$ cat src/rtl/bkv_pkg.sv
package bkv_pkg;
  typedef enum logic [2:0] {
    OUT_OK       = 3'd0,
    OUT_UNDEF    = 3'd1,
    OUT_TRAP_EL2 = 3'd2,
    OUT_TRAP_EL3 = 3'd3,
    OUT_HALT     = 3'd4
  } outcome_e;

  localparam logic [5:0] TRAP_EC = 6'h18;
  localparam logic [1:0] LVL_EL0 = 2'd0;
  localparam logic [1:0] LVL_EL1 = 2'd1;
  localparam logic [1:0] LVL_EL2 = 2'd2;
  localparam logic [1:0] LVL_EL3 = 2'd3;

  typedef struct packed {
    logic el2_on;
    logic fg_rd_trap;
    logic fg_wr_trap;
    logic el3_fg_en;
    logic el2_trap_a;
    logic el2_trap_b;
    logic el3_trap;
    logic el3_undef_first;
    logic sec_dbg_off;
    logic os_lock;
    logic halt_ok;
    logic ext_trap;
  } cfg_t;
endpackage

$ cat src/rtl/bkv_index.sv
module bkv_index #(
  parameter int NUM_W    = 4,
  parameter int BANK_W   = 2,
  parameter bit BANKED   = 1'b1,
  parameter int NUM_REGS = 40,
  localparam int IDX_W   = BANKED ? NUM_W + BANK_W : NUM_W
) (
  input  logic [NUM_W-1:0]  num,
  input  logic [BANK_W-1:0] bank,
  output logic [IDX_W-1:0]  idx,
  output logic              in_range
);
  generate
    if (BANKED) begin : g_banked
      assign idx = {bank, num};
    end else begin : g_flat
      logic unused_bank;
      assign unused_bank = ^bank;
      assign idx = num;
    end
  endgenerate

  assign in_range = ({1'b0, idx} < (IDX_W + 1)'(NUM_REGS));
endmodule

$ cat src/rtl/bkv_guard.sv
module bkv_guard
  import bkv_pkg::*;
#(
  parameter bit HAVE_EL3 = 1'b1
) (
  input  logic       in_range,
  input  logic       is_write,
  input  logic [1:0] el,
  input  cfg_t       cfg,
  output outcome_e   verdict,
  output logic [5:0] ec
);
  logic fg_allowed, fg_hit, el2_hit, el3_first, el3_hit, halt_hit;
  outcome_e el3_result;

  always_comb begin
    fg_allowed = cfg.el2_on && (!HAVE_EL3 || cfg.el3_fg_en);
    fg_hit     = fg_allowed && (is_write ? cfg.fg_wr_trap : cfg.fg_rd_trap);
    el2_hit    = cfg.el2_on && (cfg.el2_trap_a || cfg.el2_trap_b);
    el3_first  = HAVE_EL3 && cfg.el3_undef_first && cfg.el3_trap;
    el3_hit    = HAVE_EL3 && cfg.el3_trap;
    el3_result = cfg.sec_dbg_off ? OUT_UNDEF : OUT_TRAP_EL3;
    halt_hit   = !cfg.os_lock && cfg.halt_ok && cfg.ext_trap;
  end

  always_comb begin
    verdict = OUT_OK;
    if (!in_range) begin
      verdict = OUT_UNDEF;
    end else begin
      case (el)
        LVL_EL0: verdict = OUT_UNDEF;
        LVL_EL1: begin
          if (el3_first)     verdict = OUT_UNDEF;
          else if (fg_hit)   verdict = OUT_TRAP_EL2;
          else if (el2_hit)  verdict = OUT_TRAP_EL2;
          else if (el3_hit)  verdict = el3_result;
          else if (halt_hit) verdict = OUT_HALT;
        end
        LVL_EL2: begin
          if (el3_first)     verdict = OUT_UNDEF;
          else if (el3_hit)  verdict = el3_result;
          else if (halt_hit) verdict = OUT_HALT;
        end
        default: begin
          if (halt_hit)      verdict = OUT_HALT;
        end
      endcase
    end
  end

  always_comb begin
    ec = '0;
    if (verdict == OUT_TRAP_EL2 || verdict == OUT_TRAP_EL3) ec = TRAP_EC;
  end

  always_comb begin
    if (!in_range) assert (verdict == OUT_UNDEF);
    if (in_range && el == LVL_EL0) assert (verdict == OUT_UNDEF);
  end
endmodule

$ cat src/rtl/bkv_regfile.sv
module bkv_regfile #(
  parameter int NUM_REGS = 40,
  parameter int DATA_W   = 64,
  parameter int IDX_W    = 6
) (
  input  logic              clk,
  input  logic              rst_n,
  input  logic              wr_en,
  input  logic              rd_en,
  input  logic [IDX_W-1:0]  idx,
  input  logic [DATA_W-1:0] wdata,
  output logic [DATA_W-1:0] rdata
);
  logic [DATA_W-1:0] mem_q [NUM_REGS];
  logic [DATA_W-1:0] rdata_d, rdata_q;

  always_comb begin
    rdata_d = '0;
    if (rd_en && int'(idx) < NUM_REGS) rdata_d = mem_q[idx];
  end

  generate
    for (genvar g = 0; g < NUM_REGS; g++) begin : g_reg
      logic we;
      assign we = wr_en && (int'(idx) == g);
      always_ff @(posedge clk or negedge rst_n) begin
        if (!rst_n)  mem_q[g] <= '0;
        else if (we) mem_q[g] <= wdata;
      end
    end
  endgenerate

  always_ff @(posedge clk or negedge rst_n) begin
    if (!rst_n) rdata_q <= '0;
    else        rdata_q <= rdata_d;
  end

  assign rdata = rdata_q;

  AST_RD_ZERO_IDLE: assert property (@(posedge clk) disable iff (!rst_n)
    !rd_en |=> rdata == '0);
endmodule

$ cat src/rtl/bkpt_value_access.sv
module bkpt_value_access
  import bkv_pkg::*;
#(
  parameter int NUM_REGS = 40,
  parameter int DATA_W   = 64,
  parameter int NUM_W    = 4,
  parameter int BANK_W   = 2,
  parameter bit BANKED   = 1'b1,
  parameter bit HAVE_EL3 = 1'b1,
  localparam int IDX_W   = BANKED ? NUM_W + BANK_W : NUM_W
) (
  input  logic              clk,
  input  logic              rst_n,
  input  logic              req_valid,
  input  logic              req_write,
  input  logic [NUM_W-1:0]  req_num,
  input  logic [BANK_W-1:0] req_bank,
  input  logic [1:0]        req_el,
  input  logic [DATA_W-1:0] req_wdata,
  input  logic              cfg_el2_on,
  input  logic              cfg_fg_rd_trap,
  input  logic              cfg_fg_wr_trap,
  input  logic              cfg_el3_fg_en,
  input  logic              cfg_el2_trap_a,
  input  logic              cfg_el2_trap_b,
  input  logic              cfg_el3_trap,
  input  logic              cfg_el3_undef_first,
  input  logic              cfg_sec_dbg_off,
  input  logic              cfg_os_lock,
  input  logic              cfg_halt_ok,
  input  logic              cfg_ext_trap,
  output logic              rsp_valid,
  output logic [2:0]        rsp_code,
  output logic [5:0]        rsp_ec,
  output logic [DATA_W-1:0] rsp_rdata
);
  // reset: asynchronous assertion, synchronous release
  logic [1:0] rst_sync_q;
  logic       rst_int_n;

  always_ff @(posedge clk or negedge rst_n) begin
    if (!rst_n) rst_sync_q <= 2'b00;
    else        rst_sync_q <= {rst_sync_q[0], 1'b1};
  end
  assign rst_int_n = rst_sync_q[1];

  cfg_t             cfg;
  logic [IDX_W-1:0] idx;
  logic             in_range;
  outcome_e         verdict;
  logic [5:0]       ec_d;
  logic             wr_en, rd_en;

  assign cfg = '{el2_on: cfg_el2_on, fg_rd_trap: cfg_fg_rd_trap,
                 fg_wr_trap: cfg_fg_wr_trap, el3_fg_en: cfg_el3_fg_en,
                 el2_trap_a: cfg_el2_trap_a, el2_trap_b: cfg_el2_trap_b,
                 el3_trap: cfg_el3_trap, el3_undef_first: cfg_el3_undef_first,
                 sec_dbg_off: cfg_sec_dbg_off, os_lock: cfg_os_lock,
                 halt_ok: cfg_halt_ok, ext_trap: cfg_ext_trap};

  bkv_index #(.NUM_W(NUM_W), .BANK_W(BANK_W), .BANKED(BANKED), .NUM_REGS(NUM_REGS))
  u_index (.num(req_num), .bank(req_bank), .idx(idx), .in_range(in_range));

  bkv_guard #(.HAVE_EL3(HAVE_EL3))
  u_guard (.in_range(in_range), .is_write(req_write), .el(req_el), .cfg(cfg),
           .verdict(verdict), .ec(ec_d));

  assign wr_en = req_valid && req_write  && (verdict == OUT_OK);
  assign rd_en = req_valid && !req_write && (verdict == OUT_OK);

  bkv_regfile #(.NUM_REGS(NUM_REGS), .DATA_W(DATA_W), .IDX_W(IDX_W))
  u_file (.clk(clk), .rst_n(rst_int_n), .wr_en(wr_en), .rd_en(rd_en), .idx(idx),
          .wdata(req_wdata), .rdata(rsp_rdata));

  // response stage: next state then register
  logic       valid_d, valid_q;
  logic [2:0] code_d, code_q;
  logic [5:0] ec_nx, ec_q;

  always_comb begin
    valid_d = req_valid;
    code_d  = req_valid ? verdict : OUT_OK;
    ec_nx   = req_valid ? ec_d : '0;
  end

  always_ff @(posedge clk or negedge rst_int_n) begin
    if (!rst_int_n) begin
      valid_q <= 1'b0;
      code_q  <= '0;
      ec_q    <= '0;
    end else begin
      valid_q <= valid_d;
      code_q  <= code_d;
      ec_q    <= ec_nx;
    end
  end

  assign rsp_valid = valid_q;
  assign rsp_code  = code_q;
  assign rsp_ec    = ec_q;

  AST_RSP_FOLLOWS_REQ: assert property (@(posedge clk) disable iff (!rst_int_n)
    req_valid |=> rsp_valid);
  AST_NO_RSP_IDLE: assert property (@(posedge clk) disable iff (!rst_int_n)
    !req_valid |=> !rsp_valid);
  AST_EL0_UNDEF: assert property (@(posedge clk) disable iff (!rst_int_n)
    (req_valid && req_el == LVL_EL0) |=> rsp_code == OUT_UNDEF);
  AST_RANGE_UNDEF: assert property (@(posedge clk) disable iff (!rst_int_n)
    (req_valid && ({1'b0, req_bank, req_num} >= (BANK_W + NUM_W + 1)'(NUM_REGS)))
    |=> rsp_code == OUT_UNDEF);
  AST_EL3_NO_TRAP: assert property (@(posedge clk) disable iff (!rst_int_n)
    (req_valid && req_el == LVL_EL3)
    |=> (rsp_code != OUT_TRAP_EL2 && rsp_code != OUT_TRAP_EL3));
  AST_TRAP_EC: assert property (@(posedge clk) disable iff (!rst_int_n)
    (rsp_valid && (rsp_code == OUT_TRAP_EL2 || rsp_code == OUT_TRAP_EL3))
    |-> rsp_ec == TRAP_EC);
endmodule

$ cat config.mk
export PLATFORM = sky130hd
export DESIGN_NAME = bkpt_value_access
export DESIGN_NICKNAME = d
export VERILOG_FILES = /design/src/rtl/bkv_pkg.sv /design/src/rtl/bkv_index.sv /design/src/rtl/bkv_guard.sv /design/src/rtl/bkv_regfile.sv /design/src/rtl/bkpt_value_access.sv
export SDC_FILE = /design/constraint.sdc
export NUM_CORES = 2
export LEC_CHECK = 0
export BUFFER_PORTS_ARGS = -buffer_cell sky130_fd_sc_hd__buf_2
export CORE_MARGIN = 3
export CORE_UTILIZATION = 63
export CTS_CLUSTER_DIAMETER = 30
export DETAILED_ROUTE_END_ITERATION = 10
export GPL_ROUTABILITY_DRIVEN = 0
export PLACE_DENSITY = 0.83
export SYNTH_ARGS = -nofsm -noshare
export SYNTH_HDL_FRONTEND = slang
export SYNTH_SLANG_ARGS = --single-unit
$ cat constraint.sdc
create_clock -name clk -period 109.6 [get_ports clk]
set_input_delay 5.48 -clock clk [delete_from_list [all_inputs] [get_ports clk]]
set_output_delay 5.48 -clock clk [all_outputs]
set_load 0.05 [all_outputs]
## Word level (Yosys, flattened, before mapping)

Index checks and enable logic that the tools add are counted.

| storage, ports and cells | value |
|---|---|
| bits in registers | 2636 |
| input bits | 88 |
| output and inout bits | 74 |
| word-level logic and storage cells | 167 |

| operators by class | value |
|---|---|
| order comparisons | 3 |
| equality and inequality tests | 43 |
| mux-type cells | 17 |
| bitwise logic cells | 1 |
| reductions and logical operators | 58 |

Operators by type and width:

| kind | count |
|---|---|
| $bmux W64 S6 | 1 |
| $mux W64 | 3 |
| $eq A6 B6 Y1 const B | 24 |
| $logic_and A1 B1 Y1 | 51 |
| $eq A6 B5 Y1 const B | 8 |
| $eq A6 B4 Y1 const B | 4 |
| $mux W3 | 8 |
| $eq A6 B3 Y1 const B | 2 |
| $lt A6 B6 Y1 const B | 2 |
| $pmux W3 S3 | 1 |
| $ge A7 B7 Y1 const B | 1 |
| $not A6 Y7 | 1 |
| $eq A3 B2 Y1 const B | 2 |
| $eq A6 B2 Y1 const B | 1 |
| $logic_not A6 Y1 | 1 |
| $mux W6 | 1 |
| $mux W5 | 1 |
| $logic_not A3 Y1 | 1 |
| $eq A2 B1 Y1 const B | 1 |
| $eq A2 B2 Y1 const B | 1 |
| $logic_not A1 Y1 | 2 |
| $logic_not A2 Y1 | 1 |
| $logic_or A1 B1 Y1 | 2 |
| $mux W2 | 1 |
| $mux W1 | 1 |

## Longest topological paths before layout

| logic depth | value |
|---|---|
| word-level depth | 14 |
| gate-level depth with buffers | 11 |

## Modules after synthesis

A second synthesis with hierarchy kept.

| second synthesis, totals | value |
|---|---|
| cells, all modules | 7572 |
| area total of the unflattened synthesis | 117906.8 µm² |

By module, submodules not included:

| module | times used | cells an instance | area each (µm²) | sequential area each (µm²) |
|---|---|---|---|---|
| bkv_regfile | 1 | 7511 | 117260.0 | 65663.0 |
| bkpt_value_access | 1 | 26 | 394.1 | 300.3 |
| bkv_guard | 1 | 28 | 202.7 | 0.0 |
| bkv_index | 1 | 7 | 50.0 | 0.0 |

## Worst setup path after synthesis

OpenSTA, ideal clock, no wires.

| timing path | value |
|---|---|
| path type | input to register |
| start | input req_num[0] |
| end | register u_file.rdata_q[10] (netlist: u_file.rdata[10]) |
| arrival | 7.580 ns |
| data required time | 109.464 ns |
| setup slack | 101.884 ns |
| stages on the path | 8 |
| path through | buf_2 -> buf_2 -> buf_2 -> buf_1 -> mux4_2 -> a221oi_1 -> o21a_1 -> nor3_1 |

| between the ends | value |
|---|---|
| word-level cells in the longest chain between the ends | 6 |

RTL lines:

| element | RTL line | RTL |
|---|---|---|
| from (decl) | bkpt_value_access.sv:16 | `input logic [NUM_W-1:0] req_num,` |
| $lt A6 B6 Y1 | bkv_index.sv:23, bkv_regfile.sv:19 |  |
| $mux W3 | bkv_guard.sv:28 | `if (!in_range) begin` |
| $logic_not A3 Y1 | bkpt_value_access.sv:69 | `assign rd_en = req_valid && !req_write && (verdict == OUT_OK);` |
| $logic_and A1 B1 Y1 | bkpt_value_access.sv:69 |  |
| $logic_and A1 B1 Y1 | bkv_regfile.sv:19 | `if (rd_en && int'(idx) < NUM_REGS) rdata_d = mem_q[idx];` |
| $mux W64 (*) | bkv_regfile.sv:19 |  |
| net u_file.rdata_d[10] | bkv_regfile.sv:15 | `logic [DATA_W-1:0] rdata_d, rdata_q;` |
| to (signal assigned) | bkv_regfile.sv:35 | `else rdata_q <= rdata_d;` |
| to (decl) | bkv_regfile.sv:15 |  |

The timed path passes the listed nets; every way through them passes the cells marked *. The select of a mux whose other input is x is not followed.
A chain may end at the register's enable or synchronous reset.

## Final worst setup path

| timing path | value |
|---|---|
| start | input req_bank[1] |
| end | register u_file.mem_q[1520] (netlist name) |

| between the ends | value |
|---|---|
| word-level cells in the longest chain between the ends | 5 |

RTL lines:

| element | RTL line | RTL |
|---|---|---|
| from (decl) | bkpt_value_access.sv:17 | `input logic [BANK_W-1:0] req_bank,` |
| $lt A6 B6 Y1 | bkv_index.sv:23 | `assign in_range = ({1'b0, idx} < (IDX_W + 1)'(NUM_REGS));` |
| $mux W3 | bkv_guard.sv:28 |  |
| $logic_not A3 Y1 | bkpt_value_access.sv:68 | `assign wr_en = req_valid && req_write && (verdict == OUT_OK);` |
| $logic_and A1 B1 Y1 | bkpt_value_access.sv:68 |  |
| $logic_and A1 B1 Y1 (*) | bkv_regfile.sv:25 | `assign we = wr_en && (int'(idx) == g);` |
| to (signal, indexed assignment) | bkv_regfile.sv:28 | `else if (we) mem_q[g] <= wdata;` |
| to (decl) | bkv_regfile.sv:14 | `logic [DATA_W-1:0] mem_q [NUM_REGS];` |

Mark *: on every way between the ends. The rest lies on a longest branch, timed or not.

==> qor.txt <==
==================================================================================
Post-layout util                                                             73.7%
Type of the tightest min-delay check                                  register to register
Worst clock skew                                                         0.0726 ns
Final setup vio count                                                            0
Top-area cell type share of the netlist area                                 54.9%
Clock tree from TritonCTS                                                     done
Most used standard cells in the synthesized netlist                   dfrtp_1, mux2_2, mux4_2, mux2_4, clkbuf_1
Ports placed on the boundary                                                   162
Die area                                                                196000 um2
Slew headroom                                                                7.71%
Share of final-layout standard cells stronger than drive strength 1          56.3%
Primary flip-flop cell chosen by synthesis mapping                         dfrtp_1
DR WL/cell                                                                 33.1 um
Count of antenna-violating nets left after detailed routing                      0
Total negative setup slack                                                    0 ns
Clk root buf                                                             clkbuf_16
Crit path DAT                                                             10.57 ns
Worst slack at placement                                                  99.04 ns
Post-synthesis average cell area                                          16.3 um2
Setup repair after global routing missed its margin                          false
Initial core utilization                                                     63.7%
Routed via count                                                             71400
Number of maximum-capacitance constraint violations                              0
First-pass GRT wire length                                               512000 um
Site row count                                                                 159
Status                                                                   completed
Measured slew at the worst slew-check pin                                  1.38 ns
Largest cells by area after synthesis                                 dfrtp_1, mux2_2, mux4_2
All-Layer GR Usage                                                           35.1%
Vias per inst                                                                 6.92
DRC violation total after the first TritonRoute iteration                     7484
Worst-path fanout max                                                           35
Chip height                                                                 442 um
Highest achievable clock rate                                            0.103 GHz
Total leakage power                                                        68.9 nW
Worst-Skew Late Latency                                                    1.03 ns
Number of flops mapped to enable cells by yosys                                  0
Total number of yosys warnings                                                   0
Count of filler cells inserted in the layout                                 10300
Final critical-path required period                                        9.75 ns
Required arrival time at the worst endpoint                              110.42 ns
Count of state elements after synthesis                                       2631
Quantity of hold-fixing buffers added after cts                                  0
Proportion of synthesized chip area in sequential cells                      54.9%
Clock tree buffer depth                                                          4
Die boundary width                                                          442 um
VDD IR max                                                             0.0000163 V
Clock tree sinks                                                              2631
Final hold slack                                                          0.346 ns
Unique masters post-synth                                                       55
Number of hold-slack violations in the final timing report                       0
Area of the placeable core                                              188000 um2
DR pass1 iterations                                                              8
Pwr Density                                                            19.6 nW/um2
Post-cts resize count                                                            0
Clock-pin slew on the worst setup and hold paths                           0.05 ns
PnR worst setup slack                                                     99.85 ns
Worst Setup End Kind                                                      register
Initial antenna violation count                                                 28
Category of the worst setup path launch point                            input pin
DRC violations left                                                              0
Drt total wl                                                             341000 um
IO Port Bufs                                                                   157
Area of combinational cells with multiple inputs                         50700 um2
Final cycle utilization of the critical path                                 8.90%
Buffer count from post-CTS setup fixing                                          0
Footprint of the flip-flops and latches                                  65800 um2
Sum of net half-perimeters after detailed placement                      170000 um
Async set or reset register ratio after synthesis                             100%
Maximum number of pins on one net before global-route repair                   198
Cts bufs inserted                                                              493
Count of pins over their slew limit                                              0
Number of instances in the synthesized netlist                                7362
Cell with the most instances after synthesis                               dfrtp_1
Deepest level of the CTS H-tree                                                  5
Netlist area before placement                                           120000 um2
Relative area change from synthesis to final layout                          15.8%
Non-filler instance count after layout                                       10300
Critical path class                                                   input pin to register
Vias in the first global route                                               77800
Largest area contributor in the synthesized netlist                        dfrtp_1
Net count, final                                                              7486
Sum of overflow across all layers after global routing                           0
Number of cells in the design after placement                                 9398
==================================================================================
==> layer usage <==
layer | wire, um | vias up | GRT usage [%] | share of wire, %
met3 | 30900 | 1123 | 8.79 | 9.1
met4 | 20500 | 16 | 19.9 | 6.0
met1 | 127000 | 38600 | 45.4 | 37
met5 | 119 | - | 0 | 0.035
met2 | 163000 | 3997 | 54.8 | 48
li1 | - | 27700 | - | -
==> registers in the layout (all words and copies together), names as in the netlist <==
| name | cells |
|---|---|
| u_file.mem_q | 2560 |
| u_file.rdata | 64 |
| rsp_ec | 1 |
| rsp_valid | 1 |
| rsp_code | 3 |
| rst_sync_q | 2 |
==> worst paths after layout <==
| check | end | slack, ns | cells past startpoint | startpoint |
|---|---|---|---|---|
| max in group asynchronous | u_file.mem_q[1520] | 101.94 | 8 | rst_sync_q[1] |
| min in group asynchronous | u_file.mem_q[1299] | 0.40 | 0 | rst_sync_q[1] |
| worst max-delay path | u_file.mem_q[1520] | 99.85 | 10 | req_bank[1] |
| worst max register to register | u_file.mem_q[1520] | 101.94 | 8 | rst_sync_q[1] |
| worst min-delay path | rst_sync_q[1] | 0.35 | 0 | rst_sync_q[0] |
| worst min register to register | rst_sync_q[1] | 0.35 | 0 | rst_sync_q[0] |
==> critical path, cell delays in order <==
cell	delay, ns
buf_4	0.54
buf_4	0.71
o21ai_2	0.34
and3_1	0.28
o21ai_4	0.15
nand4_1	0.18
buf_4	0.28
nor3_4	1.12
buf_4	0.95
mux2_2	0.42
==> cell families (layout without fill, tap and decap cells) <==
| logic type | after synthesis | count (layout) | synth area share (%) |
|---|---|---|---|
| xor gates and xnor gates | 1 | 1 | 0.00730 |
| buffers and inverters | 771 | 1208 | 3.03 |
| AOI/OAI and AO/OA | 352 | 352 | 2.08 |
| and+or+nand+nor | 286 | 286 | 1.24 |
| muxes | 3319 | 3319 | 38.7 |
| DFF | 2631 | 2631 | 54.9 |
| other | 2 | 21 | 0.00626 |
==> final cells by class <==
class | count | area share (%)
Timing Repair Buffer | 304 | 1.44
Inverter | 5 | 0.0135
Multi-Input combinational cell | 3963 | 36.5
Clock inverter | 278 | 2.60
Tap cell | 2495 | 2.25
Clock buffer | 621 | 9.80
Antenna cell | 16 | 0.0288
Sequential cell | 2631 | 47.4
==> power breakdown <==
part           total [W]  switching, W  leakage, nW  internal, W
logic           0.000139     0.0000809         24.0    0.0000579
clock network    0.00156      0.000521         8.38      0.00104
registers        0.00102     0.0000184         36.5      0.00100
==> cell usage in the layout, fill, tap and decap left out, types with 83 or more instances in the layout <==
cell | Yosys | final
o22ai_1 | 88 | 88
buf_2 | 221 | 152
nor2_1 | 106 | 96
dfrtp_1 | 2631 | 2630
mux2_4 | 540 | 540
mux4_2 | 633 | 633
mux2_2 | 2004 | 2004
a221oi_1 | 83 | 83
clkbuf_16 | 0 | 496
buf_4 | 16 | 143
==> metrics by stage <==
step           area [um2]  power [W]
2_1_floorplan      120000    0.00114
3_3_place_gp       122000    0.00117
3_5_place_dp       122000    0.00117
4_1_cts            139000    0.00273
5_1_grt            139000    0.00279
6_report           139000    0.00272
(Power assumes the default switching activity.)
